### src/rtl/trig_timebase_pkg.sv
package trig_timebase_pkg;

  typedef enum logic [1:0] {
    CLK_OFF = 2'b00,
    CLK_INT = 2'b01,
    CLK_EXT = 2'b10,
    CLK_RSV = 2'b11
  } clk_mode_e;

  // strobes from control to datapath, valid for one cycle
  typedef struct packed {
    logic tick;    // advance the counter by one step
    logic reload;  // trigger reload to zero
    logic zero;    // direct count write to zero
  } tb_strobe_t;

endpackage

### src/rtl/trig_timebase_sync.sv
module trig_timebase_sync #(
  parameter int Stages = 2
) (
  input  logic clk,
  input  logic rstN,
  input  logic din,
  output logic dout
);
  logic [Stages-1:0] pipe;

  generate
    if (Stages == 1) begin : g_single
      always_ff @(posedge clk or negedge rstN) begin
        if (!rstN) pipe <= '0;
        else       pipe <= din;
      end
    end else begin : g_chain
      always_ff @(posedge clk or negedge rstN) begin
        if (!rstN) pipe <= '0;
        else       pipe <= {pipe[Stages-2:0], din};
      end
    end
  endgenerate

  assign dout = pipe[Stages-1];
endmodule

### src/rtl/trig_timebase_ctrl.sv
module trig_timebase_ctrl
  import trig_timebase_pkg::*;
#(
  parameter int PsWidth   = 3,
  parameter int CapWidth  = 4,
  parameter int SyncDepth = 2
) (
  input  logic                clk,
  input  logic                rstN,
  input  logic [PsWidth-1:0]  prescaleSel,
  input  logic [1:0]          clkMode,
  input  logic                startOnTrig,
  input  logic                stopOnOvf,
  input  logic                reloadOnTrig,
  input  logic                trigActiveLow,
  input  logic                trigInternal,
  input  logic [CapWidth-1:0] trigMask,
  input  logic                dozePauseEn,
  input  logic [1:0]          debugRunMode,
  input  logic                dozeActive,
  input  logic                debugActive,
  input  logic                extClkPin,
  input  logic                extTrigPin,
  input  logic [CapWidth-1:0] chanCapture,
  input  logic                countWrite,
  input  logic                ovfEvent,
  output tb_strobe_t          strobe
);
  localparam int PsCntW = (2 ** PsWidth) - 1;

  clk_mode_e         mode;
  logic              extClkSync, extClkPrev, extClkEdge;
  logic              extTrigSync, trigRaw, trigPrev, trigEdgeRaw, trigEdge;
  logic              frozen, enabled, srcEvent, running, advance;
  logic              hold, psDone, reloadNow;
  logic [PsCntW-1:0] psCnt, psMask;

  assign mode = clk_mode_e'(clkMode);

  trig_timebase_sync #(.Stages(SyncDepth)) u_clkSync (
    .clk(clk), .rstN(rstN), .din(extClkPin), .dout(extClkSync));

  trig_timebase_sync #(.Stages(SyncDepth)) u_trigSync (
    .clk(clk), .rstN(rstN), .din(extTrigPin), .dout(extTrigSync));

  always_ff @(posedge clk or negedge rstN) begin
    if (!rstN) begin
      extClkPrev <= 1'b0;
      trigPrev   <= 1'b0;
    end else begin
      extClkPrev <= extClkSync;
      trigPrev   <= trigRaw;
    end
  end

  assign extClkEdge  = extClkSync & ~extClkPrev;
  assign trigRaw     = trigInternal ? |(chanCapture & trigMask) : extTrigSync;
  assign trigEdgeRaw = trigActiveLow ? (~trigRaw & trigPrev) : (trigRaw & ~trigPrev);

  assign frozen   = (dozePauseEn & dozeActive) | (debugActive & (debugRunMode != 2'b11));
  assign enabled  = (mode == CLK_INT) | (mode == CLK_EXT);
  assign trigEdge = trigEdgeRaw & enabled & ~frozen;

  assign srcEvent = (mode == CLK_INT) | ((mode == CLK_EXT) & extClkEdge);
  assign running  = enabled & ~frozen & ~hold & ~countWrite;
  assign advance  = running & srcEvent;

  assign psMask    = ~({PsCntW{1'b1}} << prescaleSel);
  assign psDone    = (psCnt & psMask) == psMask;
  assign reloadNow = reloadOnTrig & trigEdge & ~countWrite;

  always_ff @(posedge clk or negedge rstN) begin
    if (!rstN) begin
      psCnt <= '0;
    end else if (countWrite || reloadNow) begin
      psCnt <= '0;
    end else if (advance) begin
      psCnt <= psCnt + 1'b1;
    end
  end

  // run gate: armed by enable or overflow stop, released by trigger
  always_ff @(posedge clk or negedge rstN) begin
    if (!rstN) begin
      hold <= 1'b0;
    end else if (!enabled) begin
      hold <= startOnTrig;
    end else if (trigEdge && startOnTrig) begin
      hold <= 1'b0;
    end else if (ovfEvent && stopOnOvf) begin
      hold <= 1'b1;
    end
  end

  assign strobe.tick   = advance & psDone & ~reloadNow;
  assign strobe.reload = reloadNow;
  assign strobe.zero   = countWrite;
endmodule

### src/rtl/trig_timebase_dp.sv
module trig_timebase_dp
  import trig_timebase_pkg::*;
#(
  parameter int CntWidth = 16
) (
  input  logic                clk,
  input  logic                rstN,
  input  tb_strobe_t          strobe,
  input  logic                centerAlign,
  input  logic [CntWidth-1:0] modulo,
  input  logic                ovfClear,
  output logic [CntWidth-1:0] count,
  output logic                ovfFlag,
  output logic                ovfEvent
);
  logic                downDir, nextDown, wrapEv, atTop;
  logic [CntWidth-1:0] nextCount, decCount;

  assign atTop    = count >= modulo;
  assign decCount = (count == '0) ? '0 : count - CntWidth'(1);

  always_comb begin
    nextCount = count + CntWidth'(1);
    nextDown  = 1'b0;
    wrapEv    = 1'b0;
    if (!centerAlign) begin
      if (atTop) begin
        nextCount = '0;
        wrapEv    = 1'b1;
      end
    end else if (downDir || atTop) begin
      nextCount = decCount;
      wrapEv    = (decCount == '0);
      nextDown  = (decCount != '0);
    end
  end

  assign ovfEvent = strobe.tick & wrapEv;

  always_ff @(posedge clk or negedge rstN) begin
    if (!rstN) begin
      count   <= '0;
      downDir <= 1'b0;
    end else if (strobe.zero || strobe.reload) begin
      count   <= '0;
      downDir <= 1'b0;
    end else if (strobe.tick) begin
      count   <= nextCount;
      downDir <= nextDown;
    end else if (!centerAlign) begin
      downDir <= 1'b0;
    end
  end

  always_ff @(posedge clk or negedge rstN) begin
    if (!rstN)         ovfFlag <= 1'b0;
    else if (ovfEvent) ovfFlag <= 1'b1;
    else if (ovfClear) ovfFlag <= 1'b0;
  end
endmodule

### src/rtl/trig_timebase.sv
module trig_timebase
  import trig_timebase_pkg::*;
#(
  parameter int CntWidth = 16,
  parameter int PsWidth  = 3,
  parameter int CapWidth = 4
) (
  input  logic                clk,
  input  logic                rstN,
  input  logic [PsWidth-1:0]  prescaleSel,
  input  logic [1:0]          clkMode,
  input  logic                centerAlign,
  input  logic [CntWidth-1:0] modulo,
  input  logic                ovfIrqEn,
  input  logic                startOnTrig,
  input  logic                stopOnOvf,
  input  logic                reloadOnTrig,
  input  logic                trigActiveLow,
  input  logic                trigInternal,
  input  logic [CapWidth-1:0] trigMask,
  input  logic                dozePauseEn,
  input  logic [1:0]          debugRunMode,
  input  logic                dozeActive,
  input  logic                debugActive,
  input  logic                extClkPin,
  input  logic                extTrigPin,
  input  logic [CapWidth-1:0] chanCapture,
  input  logic                countWrite,
  input  logic                ovfClear,
  output logic [CntWidth-1:0] count,
  output logic                ovfFlag,
  output logic                ovfIrq
);
  tb_strobe_t strobe;
  logic       ovfEvent;

  trig_timebase_ctrl #(.PsWidth(PsWidth), .CapWidth(CapWidth), .SyncDepth(2)) u_ctrl (
    .clk(clk), .rstN(rstN), .prescaleSel(prescaleSel), .clkMode(clkMode),
    .startOnTrig(startOnTrig), .stopOnOvf(stopOnOvf), .reloadOnTrig(reloadOnTrig),
    .trigActiveLow(trigActiveLow), .trigInternal(trigInternal), .trigMask(trigMask),
    .dozePauseEn(dozePauseEn), .debugRunMode(debugRunMode), .dozeActive(dozeActive),
    .debugActive(debugActive), .extClkPin(extClkPin), .extTrigPin(extTrigPin),
    .chanCapture(chanCapture), .countWrite(countWrite), .ovfEvent(ovfEvent),
    .strobe(strobe));

  trig_timebase_dp #(.CntWidth(CntWidth)) u_dp (
    .clk(clk), .rstN(rstN), .strobe(strobe), .centerAlign(centerAlign),
    .modulo(modulo), .ovfClear(ovfClear), .count(count), .ovfFlag(ovfFlag),
    .ovfEvent(ovfEvent));

  assign ovfIrq = ovfFlag & ovfIrqEn;
endmodule

### config.mk
export PLATFORM = sky130hd
export DESIGN_NAME = trig_timebase
export DESIGN_NICKNAME = d
export VERILOG_FILES = /design/src/rtl/trig_timebase_pkg.sv /design/src/rtl/trig_timebase_sync.sv /design/src/rtl/trig_timebase_ctrl.sv /design/src/rtl/trig_timebase_dp.sv /design/src/rtl/trig_timebase.sv
export SDC_FILE = /design/constraint.sdc
export NUM_CORES = 1
export LEC_CHECK = 0
export ABC_AREA = 1
export BUFFER_PORTS_ARGS = -buffer_cell sky130_fd_sc_hd__buf_2
export CORE_MARGIN = 5
export CORE_UTILIZATION = 30
export CTS_BUF_LIST = sky130_fd_sc_hd__clkbuf_2 sky130_fd_sc_hd__clkbuf_4 sky130_fd_sc_hd__clkbuf_8
export DETAILED_ROUTE_END_ITERATION = 10
export PLACE_DENSITY = 0.59
export SYNTH_ARGS = -nofsm -noshare
export SYNTH_HDL_FRONTEND = slang
export SYNTH_SLANG_ARGS = --single-unit
### constraint.sdc
create_clock -name clk -period 2.2 [get_ports clk]
set_clock_uncertainty 0.05 [all_clocks]
set_input_delay 0.22 -clock clk [delete_from_list [all_inputs] [get_ports clk]]
set_output_delay 0.22 -clock clk [all_outputs]
set_load 0.02 [all_outputs]
# Word level (Yosys, flattened, before mapping)

Index checks and enable logic that the tools add are counted.

Memories kept: 0
Flip-flop bits (word level): 32
RAM bits: 0
Memory bits (read-only): 0
Latch bits: 0

$mul: 0
$add $sub $neg: 3
Equal/unequal tests: 6
Reductions and logical operators: 11
Mux-type cells: 23
Bitwise logic cells: 31
Shift-type cells: 1
Div/mod/pow operators: 0
Magnitude comparators: 1

Operators with widths:

| kind                                                                 | count |
|---|---|
| 16-bit two-way mux                                                   | 6 |
| 16-bit logical NOT                                                   | 2 |
| 1-bit bitwise AND                                                    | 18 |
| 16-bit by 1-bit adder with 16-bit output, second input constant      | 1 |
| 16-bit >= comparator                                                 | 1 |
| 16-bit nonzero test                                                  | 1 |
| 16-bit by 1-bit subtractor with 16-bit output, second input constant | 1 |
| 1-bit two-way mux                                                    | 15 |
| 7-bit two-way mux                                                    | 2 |
| 7-bit by 1-bit adder with 7-bit output, second input constant        | 1 |
| 7-bit bitwise AND                                                    | 1 |
| 7-bit == test                                                        | 1 |
| 1-bit inverter                                                       | 7 |
| 7-bit inverter                                                       | 1 |
| 7-bit by 3-bit << shifter with 7-bit output, first input constant    | 1 |
| 2-bit nonzero test                                                   | 3 |
| 4-bit bitwise AND                                                    | 1 |
| 4-bit OR reduction                                                   | 1 |
| 3-bit by 1-bit != test with 1-bit output, second input constant      | 1 |
| 3-bit != test, second input constant                                 | 1 |
| 1-bit OR                                                             | 3 |
| 2-bit by 1-bit == test with 1-bit output, second input constant      | 1 |
| 2-bit == test, second input constant                                 | 1 |
| 1-bit logical AND                                                    | 2 |
| other kinds (2)                                                      | 3 |

# Logic depth before layout (Yosys ltp)

Gate-level depths: netlist (run 1).

Depth after elaboration: 17
Depth in mapped cells: 17
Mapped depth without buffers: 17

# Hierarchy

Synthesis (run 1) repeated with hierarchy kept, for this count alone.

Cells, all modules: 502
Area, all modules: 3151.8 sq um

By module, submodules not included:

| module             | times used | area an instance (sq um) | cells an instance |
|---|---|---|---|
| trig_timebase_dp   | 1          | 2343.5                   | 394 |
| trig_timebase_ctrl | 1          | 700.7                    | 102 |
| trig_timebase_sync | 2          | 50.0                     | 2 |
| trig_timebase      | 1          | 7.5                      | 2 |

# Worst setup path before layout (run 1)

OpenSTA, ideal clock, no wires.

Path type: register to register
Start point: register u_dp.count[15]
End point: register u_dp.count[9]
Arrival time: 1.923 ns
Path buffers: 1
Library setup time: 0.126 ns
Stages on the path, launching flop included: 14
Path slack: 0.101 ns
Cell sequence: dfrtp_1 > ha_1 > nand2_1 > inv_1 > nand3_1 > nor2_1 > nand3_1 > nand4_1 > nand2_1 > inv_1 > buf_2 > o22ai_1 > nand2_1 > o21ai_0

Longest elaborated chain between the ends: 6
Elaborated cells between the ends (all ways): 9
Classes of those cells: 1 x order compare; 6 x mux; 2 x reduce/logical

RTL lines:

| what                                                       | line                                           | RTL |
|---|---|---|
| from (decl)                                                | trig_timebase_dp.sv:12                         | `output logic [CntWidth-1:0] count,` |
| from (signal assigned)                                     | trig_timebase_dp.sv:48                         | `count <= nextCount;` |
| 16-bit >= comparator or 16-bit logical NOT (tied branches) | trig_timebase_dp.sv:19, trig_timebase_dp.sv:20 |  |
| 1-bit logical OR or 16-bit two-way mux (tied branches)     | trig_timebase_dp.sv:31, trig_timebase_dp.sv:20 |  |
| 16-bit two-way mux                                         | trig_timebase_dp.sv:31                         | `end else if (downDir \|\| atTop) begin` |
| 16-bit two-way mux *                                       | trig_timebase_dp.sv:26                         | `if (!centerAlign) begin` |
| 16-bit two-way mux *                                       | trig_timebase_dp.sv:47                         | `end else if (strobe.tick) begin` |
| 16-bit two-way mux *                                       | trig_timebase_dp.sv:44                         | `end else if (strobe.zero \|\| strobe.reload) begin` |

Every way passes the cells marked *; elsewhere a longest branch is shown, timed or not. The select of a mux whose other input is x is not followed.
A chain may end at the register's enable or synchronous reset.

# Final worst setup path (run 1)

Start point: register u_dp.count[15]
End point: register u_dp.count[11]

Same word-level chain as after synthesis.

==> flow_metrics.py, run 1 <==
metrics = {
    "critical_path": {
        "crit_cells": 13,
        "start_kind": "flop",
        "crit_end": "u_dp.count[11]",
        "cp_slowest_cell": "dfrtp_1",
        "cp.arrival_ps": 2280,
        "cp.required_ps": 2340,
        "path_cells": "ha_1, nand2_1, inv_1, nand3_2, a21oi_2, nor2_2, nand4_1, nand2_2, buf_12, nor2_2, o21bai_1, nand2_1, nand2_1",
        "worstSetupPathType": "reg -> reg",
        "critPathMaxStageDelay_ps": 400,
        "r2r_cells": 13,
        "end_kind": "flop",
        "r2r-end": "u_dp.count[11]",
        "crit_family": "simple AND/OR/NAND/NOR gates",
        "crit_path_start": "u_dp.count[15]",
        "critPathMaxFanout": 8,
        "cpMostUsedCell": "nand2_1",
        "reg2reg_from": "u_dp.count[15]",
        "ff2ff_setup_slack_ps": 60,
        "path_buf_inv": 2,
    },
    "die": {
        "die_area_mm2": 0.01167,
        "io_pins": 65,
        "die_w_um": 108.0,
        "fp-row-count": 35,
        "fp.coreArea_mm2": 0.009328,
        "initial_core_util": 0.3092,
        "fp.dieH_um": 108.0,
    },
    "status": {
        "status": "completed",
    },
    "global_routing": {
        "grt-ovfl-total": 0,
        "grt_pass1_wl_um": 14020,
        "grt_pass1_vias": 3073,
        "antenna_found_initial": 0,
        "grt_use_total": 0.1496,
        "grt_max_degree": 33,
    },
    "detailed_routing": {
        "drt_pass1_iterations": 4,
        "drt_iter0_markers": 175,
        "avgViaCountPerCell": 4.704,
        "ant_nets": 0,
        "vias": 3128,
        "routed_wl_um": 8810,
        "wl_per_cell_um": 13.25,
        "drc_errors": 0,
    },
    "sta": {
        "fmax_ghz": 0.4671,
        "setup_viol": 0,
        "rsz0062_at_grt": "yes",
        "relSlewSlack": 0.4905,
        "period_needed_ps": 2141,
        "hold_viol_final": 0,
        "period_share": 0.9731,
        "max_slew.worst_pin.slew_ps": 764.3,
        "drv_slew": 0,
    },
    "placement": {
        "dp_hpwl_um": 6792,
        "gp_congestion": 0.8791,
        "dp.cells": 650,
        "place_area_mm2": 0.003563,
        "port_buffers": 64,
    },
    "job": {
        "drv_cap": 0,
    },
    "logic_synthesis": {
        "avgSynthCellArea_um2": 6.615,
        "synthArstFlopShare": 1.000,
        "netlist.area_leader.share": 0.2777,
        "yosys_register_bits": 32,
        "yosys-top-cells-count": "114 x nand2_1, 61 x inv_1, 47 x nor2_1, 38 x nand3_1, 32 x dfrtp_1",
        "yosysTopAreaCell": "dfrtp_1",
        "synthCells": 436,
        "yosysMostFrequentCell": "nand2_1",
        "yosysWarningCount": 0,
        "synth_nets": 504,
        "ys_types": 38,
        "ys.flop_type": "dfrtp_1",
        "synth_edf_count": 0,
        "synth_area_mm2": 0.002884,
        "synth_seq_area_share": 0.2777,
        "synth_area_leaders": "dfrtp_1 28%, nand2_1 15%, ha_1 9.1%, inv_1 7.9%, nand3_1 6.6%",
    },
    "final_layout": {
        "area_delta_synth_final_pct": 39.05,
        "layout-drive-gt1-share": 0.3340,
        "nets": 603,
        "finalInstanceArea_mm2": 0.004010,
        "regArea_um2": 803.3,
        "fillers": 1002,
        "multi_input_area_mm2": 0.002028,
        "fin_cells": 665,
        "diodes": 0,
    },
    "hold_path": {
        "hold_path.class": "in -> reg",
    },
    "clock_network": {
        "clk_pin_slew_ps": 70,
        "clock_latency_ps": 300,
        "cts_buffers": 5,
        "cts.sinks": 32,
        "max-clock-path-buffers": 2,
        "h-tree-depth": 2,
        "cts_root_buf": "clkbuf_8",
        "cts_tree": "yes",
    },
    "power": {
        "ir_worst_vdd_mv": 0.2148,
        "p_per_area_mw_per_mm2": 316.5,
        "p_leak_nw": 2.068,
    },
}
metal layers:
layer,GRT usage,share of wire,routed length [um],up-vias
met5,0,0,0,-
met4,0.04148,0.012,109,0
met3,0.02388,0.043,376,7
met2,0.2580,0.49,4284,71
met1,0.1936,0.46,4039,1448
li1,-,-,-,1602
placed cells by master (no fill, tap or decap), types with 10 or more instances in the layout:
cell type	count
nand2_2	10
o21ai_0	10
buf_2	64
dfrtp_1	30
nor2_1	33
nor2_2	16
ha_1	12
nand3_1	34
o21ai_1	13
nand2_1	107
xor2_1	16
buf_4	29
inv_1	59
per-stage QoR:
stage / power [W] / util / setup WS, ps / TNS, ps / hold WS (ps)
after CTS: 0.001285 / 0.3962 / 4.173 / 0 / 51.56
after detailed placement: 0.0007597 / 0.3820 / -35.14 / -59.03 / 279.8
after global routing: 0.001342 / 0.4299 / -103.4 / -802.8 / 60.08
after global placement: 0.0007564 / 0.3820 / 10.77 / 0 / 279.4
final: 0.001269 / 0.4299 / 59.15 / 0 / 56.53
after floorplan: 0.0006758 / - / 100.6 / 0 / -125.6
registers in the layout, indices dropped and copies added, names as in the netlist:
| name | count |
|---|---|
| u_ctrl.extClkPrev | 1 |
| u_ctrl.hold | 1 |
| u_ctrl.psCnt | 7 |
| u_ctrl.trigPrev | 1 |
| u_ctrl.u_clkSync.pipe | 2 |
| u_ctrl.u_trigSync.pipe | 2 |
| u_dp.count | 16 |
| u_dp.downDir | 1 |
| u_dp.ovfFlag | 1 |
power by group:
group	switching (W)	internal, W
Sequential	0.00000383	0.000597
Combinational	0.0000865	0.0000749
Clock	0.000240	0.000267
repair_timing:
action / CTS / global route
setup buffers: 0 / 3
setup endpoints to repair: 3 / 18
pin swaps: 0 / 19
cloned: 0 / 1
hold buffers: 3 / 0
endpoints found under the hold margin: 34 / 0
resized for setup: 1 / 65
worst min-delay path by stage:
stage	start	endpoint	slack [ps]	depth (start not counted)
2_1_floorplan	rstN	u_ctrl.extClkPrev	-130	0
3_3_place_gp	extClkPin	u_ctrl.u_clkSync.pipe[0]	280	1
3_5_place_dp	extTrigPin	u_ctrl.u_trigSync.pipe[0]	280	1
4_1_cts	ovfClear	u_dp.ovfFlag	50	2
5_1_grt	ovfClear	u_dp.ovfFlag	60	2
6_report	ovfClear	u_dp.ovfFlag	60	2
final cells by class:
cell class                      count  area share
Clock buffer                        7     0.02246
Clock inverter                      1    0.001872
Inverter                           66     0.06303
Multi-Input combinational cell    328      0.5058
Sequential cell                    32      0.2003
Tap cell                          129     0.04025
Timing Repair Buffer              102      0.1663
kinds of logic after synthesis:
kind of cell / count (synthesis) / share of synthesized area
AOI/OAI and AO/OA: 56 / 0.1124
buffers and inverters: 76 / 0.1067
DFF: 32 / 0.2777
xor gates and xnor gates: 17 / 0.05163
and+or+nand+nor: 234 / 0.3605
adders and majority gates: 21 / 0.09111
(Power assumes the default switching activity.)
==> inputs of run 2 (changes only) <==
--- a/config.mk
+++ b/config.mk
@@ -7,11 +7,12 @@
 export LEC_CHECK = 0
 export ABC_AREA = 1
 export BUFFER_PORTS_ARGS = -buffer_cell sky130_fd_sc_hd__buf_2
+export CAP_MARGIN = 20
 export CORE_MARGIN = 5
 export CORE_UTILIZATION = 30
 export CTS_BUF_LIST = sky130_fd_sc_hd__clkbuf_2 sky130_fd_sc_hd__clkbuf_4 sky130_fd_sc_hd__clkbuf_8
 export DETAILED_ROUTE_END_ITERATION = 10
-export PLACE_DENSITY = 0.59
+export PLACE_DENSITY = 0.57
 export SYNTH_ARGS = -nofsm -noshare
 export SYNTH_HDL_FRONTEND = slang
 export SYNTH_SLANG_ARGS = --single-unit
==> run 2 against run 1 <==
Against the previous run: sequential share of layout area is 0.14 points higher; via count is 1.5% higher; register-to-register slack improved by 20 ps; clock power is 16% higher; worst setup slack improved by 19 ps; maximum frequency up 0.89%; die area is the same; first-iteration DRC count is 25% lower; wire length down 0.31%; critical path depth did not move; sequential cell count stayed put.
==> flow_metrics.py, run 2 (same netlist as run 1, synthesis figures left out) <==
metrics = {
    "status": {
        "status": "completed",
    },
    "final_layout": {
        "layout-drive-gt1-share": 0.3222,
        "area_delta_synth_final_pct": 37.87,
        "regMostFlops": "u_dp.count",
        "fin_cells": 669,
        "final_cell_mix": "109 x nand2_1, 64 x buf_2, 59 x inv_1",
        "largest_reg_flops": 16,
        "diodes": 0,
        "final_common_cell": "nand2_1",
        "nets": 607,
        "reg_top3": "u_dp.count (16), u_ctrl.psCnt (7)",
    },
    "power": {
        "swShare": 0.2543,
        "power.switching_w": 0.0003446,
        "p_leak_nw": 2.067,
        "internal_power_w": 0.001010,
        "finalPower_w": 0.001355,
        "seqPwrFrac": 0.444,
        "p_clk_frac": 0.434,
        "p_per_area_mw_per_mm2": 340.8,
        "comb_power_share": 0.123,
        "ir_worst_vdd_mv": 0.1852,
    },
    "critical_path": {
        "critPathMaxFanout": 7,
        "critPathMaxStageDelay_ps": 420,
        "end_kind": "flop",
        "path_cells": "ha_4, nand2_1, inv_1, nand3_1, nor2_4, nand2_1, nand4_1, nand2_2, buf_6, buf_4, o22ai_2, nand2_1, o21ai_1",
        "cp.arrival_ps": 2300,
        "cp.required_ps": 2370,
        "worstSetupPathType": "reg -> reg",
        "start_kind": "flop",
        "cp_slowest_cell": "dfrtp_1",
        "cpMostUsedCell": "nand2_1",
    },
    "global_routing": {
        "grt_pass1_vias": 3071,
        "antenna_found_initial": 0,
        "grt_max_degree": 33,
        "grt-ovfl-total": 0,
        "grt_use_total": 0.1481,
        "grt_pass1_wl_um": 13980,
    },
    "placement": {
        "dp_hpwl_um": 6814,
        "port_buffers": 64,
        "dp.cells": 650,
        "gp_congestion": 0.9157,
    },
    "detailed_routing": {
        "vias": 3175,
        "drt_pass1_iterations": 4,
        "routed_wl_um": 8783,
        "ant_nets": 0,
        "drc_errors": 0,
        "drt_iter0_markers": 131,
        "avgViaCountPerCell": 4.746,
        "wl_per_cell_um": 13.13,
    },
    "die": {
        "die_area_mm2": 0.01167,
        "fp.dieH_um": 108.0,
        "die_w_um": 108.0,
        "io_pins": 65,
        "initial_core_util": 0.3092,
        "fp-row-count": 35,
        "fp.coreArea_mm2": 0.009328,
    },
    "job": {
        "drv_cap": 0,
    },
    "sta": {
        "period_share": 0.9645,
        "rsz0062_at_grt": "yes",
        "period_needed_ps": 2122,
        "max_slew.worst_pin.slew_ps": 758.4,
        "fmax_ghz": 0.4713,
        "relSlewSlack": 0.4944,
        "hold_viol_final": 0,
        "drv_slew": 0,
        "setup_viol": 0,
    },
    "clock_network": {
        "h-tree-depth": 2,
        "clk_pin_slew_ps": 80,
        "max-clock-path-buffers": 2,
        "cts.sinks": 32,
        "cts_tree": "yes",
        "cts_buffers": 5,
        "cts_root_buf": "clkbuf_8",
        "clock_latency_ps": 290,
    },
    "hold_path": {
        "hold_path.class": "in -> reg",
    },
}
run 2: cell types whose count changed in the layout (fill, tap and decap cells not counted), moves of 3 or more:
cell and delta:
nor2_1 +3, o21ai_1 +3, buf_4 +5, nor2_2 -3
run 2: final timing paths:
path | cells after the start | start | to | slack, ps
max reg2reg | 13 | u_dp.count[11] | u_dp.count[8] | 80
max | 13 | u_dp.count[11] | u_dp.count[8] | 80
max in group asynchronous | 2 | rstN | u_dp.count[1] | 1080
min in group asynchronous | 2 | rstN | u_dp.count[13] | 480
min | 2 | ovfClear | u_dp.ovfFlag | 50
min reg2reg | 0 | u_ctrl.u_trigSync.pipe[0] | u_ctrl.u_trigSync.pipe[1] | 300
run 2: final cells by class:
cell class,count,area (um2)
tap,129,161.4
inverter,66,247.7
sequential,32,802.0
clock buffer,5,68.82
timing repair buffer,106,670.6
fill,994,5351
multi-input combinational,328,1983
clock inverter,3,42.54
run 2: what timing repair did:
item,4_1_cts,5_1_grt
setup buffers,0,9
gates resized for setup,1,54
pin swaps,0,21
endpoints found under the hold margin,34,0
hold buffers,3,0
endpoints found under the setup margin,3,19
run 2: power groups by stage:
stage / Clock (W) / Sequential (W) / Combinational (W)
after detailed placement: 0 / 0.000613 / 0.000147
after floorplan: 0 / 0.000612 / 0.0000640
after global placement: 0 / 0.000612 / 0.000144
final: 0.000588 / 0.000601 / 0.000166
after global routing: 0.000634 / 0.000603 / 0.000189
after CTS: 0.000604 / 0.000601 / 0.000152
run 2: per-stage QoR:
| step | util | TNS, ps | cell area, um2 | setup WS (ps) | hold slack [ps] |
|---|---|---|---|---|---|
| 2_1_floorplan | - | 0 | 2884 | 100.6 | -125.6 |
| 3_3_place_gp | 0.3807 | 0 | 3551 | 65.59 | 279.4 |
| 3_5_place_dp | 0.3807 | -8.699 | 3551 | -8.699 | 279.9 |
| 4_1_cts | 0.3964 | 0 | 3697 | 3.399 | 47.09 |
| 5_1_grt | 0.4263 | -543.1 | 3976 | -69.16 | 53.00 |
| 6_report | 0.4263 | 0 | 3976 | 78.02 | 54.16 |
run 2: worst max-delay path: cells and delay by family (launching register included):
kind / cells / cell delay (ps)
adders and majority gates: 1 / 280
buffers and inverters: 3 / 340
and+or+nand+nor: 7 / 750
AOI/OAI and AO/OA: 2 / 210
DFF: 1 / 420
run 2: per-layer routing:
layer	vias up	wire length, um	global-route usage	part of all wire
li1	1615	-	-	-
met1	1469	3794	0.1909	0.43
met2	82	4375	0.2531	0.50
met3	9	491	0.02627	0.056
met4	0	121	0.04328	0.014
met5	-	0	0	0
==> inputs of run 3 (changes only) <==
--- a/config.mk
+++ b/config.mk
@@ -12,7 +12,8 @@
 export CORE_UTILIZATION = 30
 export CTS_BUF_LIST = sky130_fd_sc_hd__clkbuf_2 sky130_fd_sc_hd__clkbuf_4 sky130_fd_sc_hd__clkbuf_8
 export DETAILED_ROUTE_END_ITERATION = 10
-export PLACE_DENSITY = 0.57
+export PLACE_DENSITY = 0.47
+export RECOVER_POWER = 50
 export SYNTH_ARGS = -nofsm -noshare
 export SYNTH_HDL_FRONTEND = slang
 export SYNTH_SLANG_ARGS = --single-unit
==> run 3 against run 2 <==
Against the previous run: via count fell by 0.63%; total power is 6.1% lower; first-iteration DRC count down 9.9%; cell count shrank 0.15%; sequential cell count did not move; critical path depth fell by 2; maximum frequency is 1.5% higher; global-route usage rose by 0.10 points; cell area decreased by 1.2%; sequential share of layout area rose by 0.28 points; sequential power hardly changed; highest routed layer unchanged.
==> flow_metrics.py, run 3 (same netlist as run 1, synthesis figures left out) <==
metrics = {
    "die": {
        "die_area_mm2": 0.01167,
        "io_pins": 65,
        "die_w_um": 108.0,
        "fp.dieH_um": 108.0,
        "initial_core_util": 0.3092,
        "fp.coreArea_mm2": 0.009328,
        "fp-row-count": 35,
    },
    "hold_path": {
        "hold_start": "ovfClear",
        "hold_path.class": "in -> reg",
    },
    "sta": {
        "rsz0062_at_grt": "yes",
        "drv_slew": 0,
        "fmax_ghz": 0.4782,
        "period_share": 0.9505,
        "max_slew.worst_pin.slew_ps": 831.8,
        "relSlewSlack": 0.4455,
        "period_needed_ps": 2091,
        "hold_viol_final": 0,
        "setup_tns_ps": 0,
        "setup_viol": 0,
        "fin_ws_ps": 108.9,
    },
    "final_layout": {
        "final_common_cell": "nand2_1",
        "layout-drive-gt1-share": 0.3024,
        "multi_input_area_mm2": 0.001964,
        "largest_reg_flops": 16,
        "final_util": 0.4212,
        "regMostFlops": "u_dp.count",
        "diodes": 0,
        "fillers": 999,
        "final_cell_mix": "111 x nand2_1, 61 x inv_1, 59 x buf_2",
        "regArea_um2": 803.3,
        "area_delta_synth_final_pct": 36.23,
        "finalInstanceArea_mm2": 0.003929,
        "nets": 606,
        "reg_top3": "u_dp.count (16), u_ctrl.psCnt (7)",
    },
    "global_routing": {
        "antenna_found_initial": 0,
        "grt_pass1_wl_um": 13860,
        "grt_pass1_vias": 2989,
        "grt_max_degree": 33,
        "grt_use_total": 0.1491,
        "grt-ovfl-total": 0,
    },
    "critical_path": {
        "cp.required_ps": 2330,
        "worstSetupPathType": "reg -> reg",
        "cp_slowest_cell": "dfrtp_1",
        "cp.arrival_ps": 2220,
        "end_kind": "flop",
        "reg2reg_from": "u_dp.count[2]",
        "critPathMaxFanout": 6,
        "start_kind": "flop",
        "path_cells": "buf_4, inv_2, nor3_2, nand3_2, nor3_4, nand3_2, nor2_1, xor2_1, o21bai_1, nand2_1, nand2_1",
        "critPathMaxStageDelay_ps": 430,
        "crit_path_start": "u_dp.count[2]",
    },
    "detailed_routing": {
        "avgViaCountPerCell": 4.723,
        "drt_iter0_markers": 118,
        "ant_nets": 0,
        "vias": 3155,
        "drt_pass1_iterations": 4,
        "wl_per_cell_um": 13.43,
        "routed_wl_um": 8971,
        "drc_errors": 0,
    },
    "placement": {
        "place_area_mm2": 0.003571,
        "dp_hpwl_um": 7020,
        "dp_slack_ps": -143.0,
        "gp_congestion": 0.8562,
        "port_buffers": 64,
    },
    "clock_network": {
        "cts_tree": "yes",
        "clock_latency_ps": 290,
        "cts.sinks": 32,
        "cts_root_buf": "clkbuf_8",
        "cts_buffers": 5,
        "h-tree-depth": 2,
        "max-clock-path-buffers": 2,
        "clk_pin_slew_ps": 80,
    },
    "power": {
        "finalPower_w": 0.001273,
        "ir_worst_vdd_mv": 0.1631,
        "p_per_area_mw_per_mm2": 324.0,
        "p_leak_nw": 2.059,
    },
    "job": {
        "drv_cap": 0,
    },
    "status": {
        "status": "completed",
    },
}
run 3: worst max-delay path: cells and delay by family, from the launching register on:
kind | cells | cell delay [ps]
AO/OA/AOI/OAI | 1 | 80
flip-flops | 1 | 430
buffers and inverters | 2 | 250
XOR/XNOR | 1 | 200
AND/OR/NAND/NOR | 7 | 960
run 3: cell type report:
cell class              instances  share of cell area
clock inverters                 1            0.001911
well taps                     129             0.04108
flip-flops and latches         32              0.2045
repair buffers                104              0.1659
multi-input cells             329              0.5000
inverters                      66             0.06369
clock buffers                   7             0.02293
run 3: where the power goes:
group	switching [W]	leakage, nW	internal [W]	total, W
clock network	0.000245	0.0479	0.000267	0.000512
registers	0.00000419	0.427	0.000597	0.000601
logic	0.0000849	1.58	0.0000750	0.000160
run 3: final timing paths:
| check | to | slack [ps] | depth (start not counted) |
|---|---|---|---|
| min in group asynchronous | u_dp.count[6] | 510 | 2 |
| min reg2reg | u_ctrl.u_trigSync.pipe[1] | 300 | 0 |
| max reg2reg | u_dp.count[13] | 110 | 11 |
| max in group asynchronous | u_dp.count[1] | 1010 | 2 |
| min | u_dp.ovfFlag | 60 | 2 |
| max | u_dp.count[13] | 110 | 11 |
run 3: routing by layer:
metal / vias to the layer above / track usage / wire [um]
met5: - / 0 / 0
met4: 0 / 0.04959 / 108
met3: 9 / 0.01731 / 375
met2: 62 / 0.2638 / 4474
met1: 1467 / 0.1879 / 4012
li1: 1617 / - / -
run 3: what timing repair did:
action	in CTS	in global routing
hold endpoints to repair	34	0
gates resized for setup	3	38
setup endpoints to repair	3	18
buffers inserted	0	5
gates cloned	0	1
hold buffers	3	0
pin swaps	0	5
run 3: stage by stage:
| step | cells | hold WS (ps) |
|---|---|---|
| 4_1_cts | 662 | 49.49 |
| 3_5_place_dp | 651 | 280.4 |
| 5_1_grt | 668 | 49.89 |
| 6_report | 668 | 57.98 |
| 2_1_floorplan | 436 | -125.6 |
| 3_3_place_gp | 651 | 280.3 |
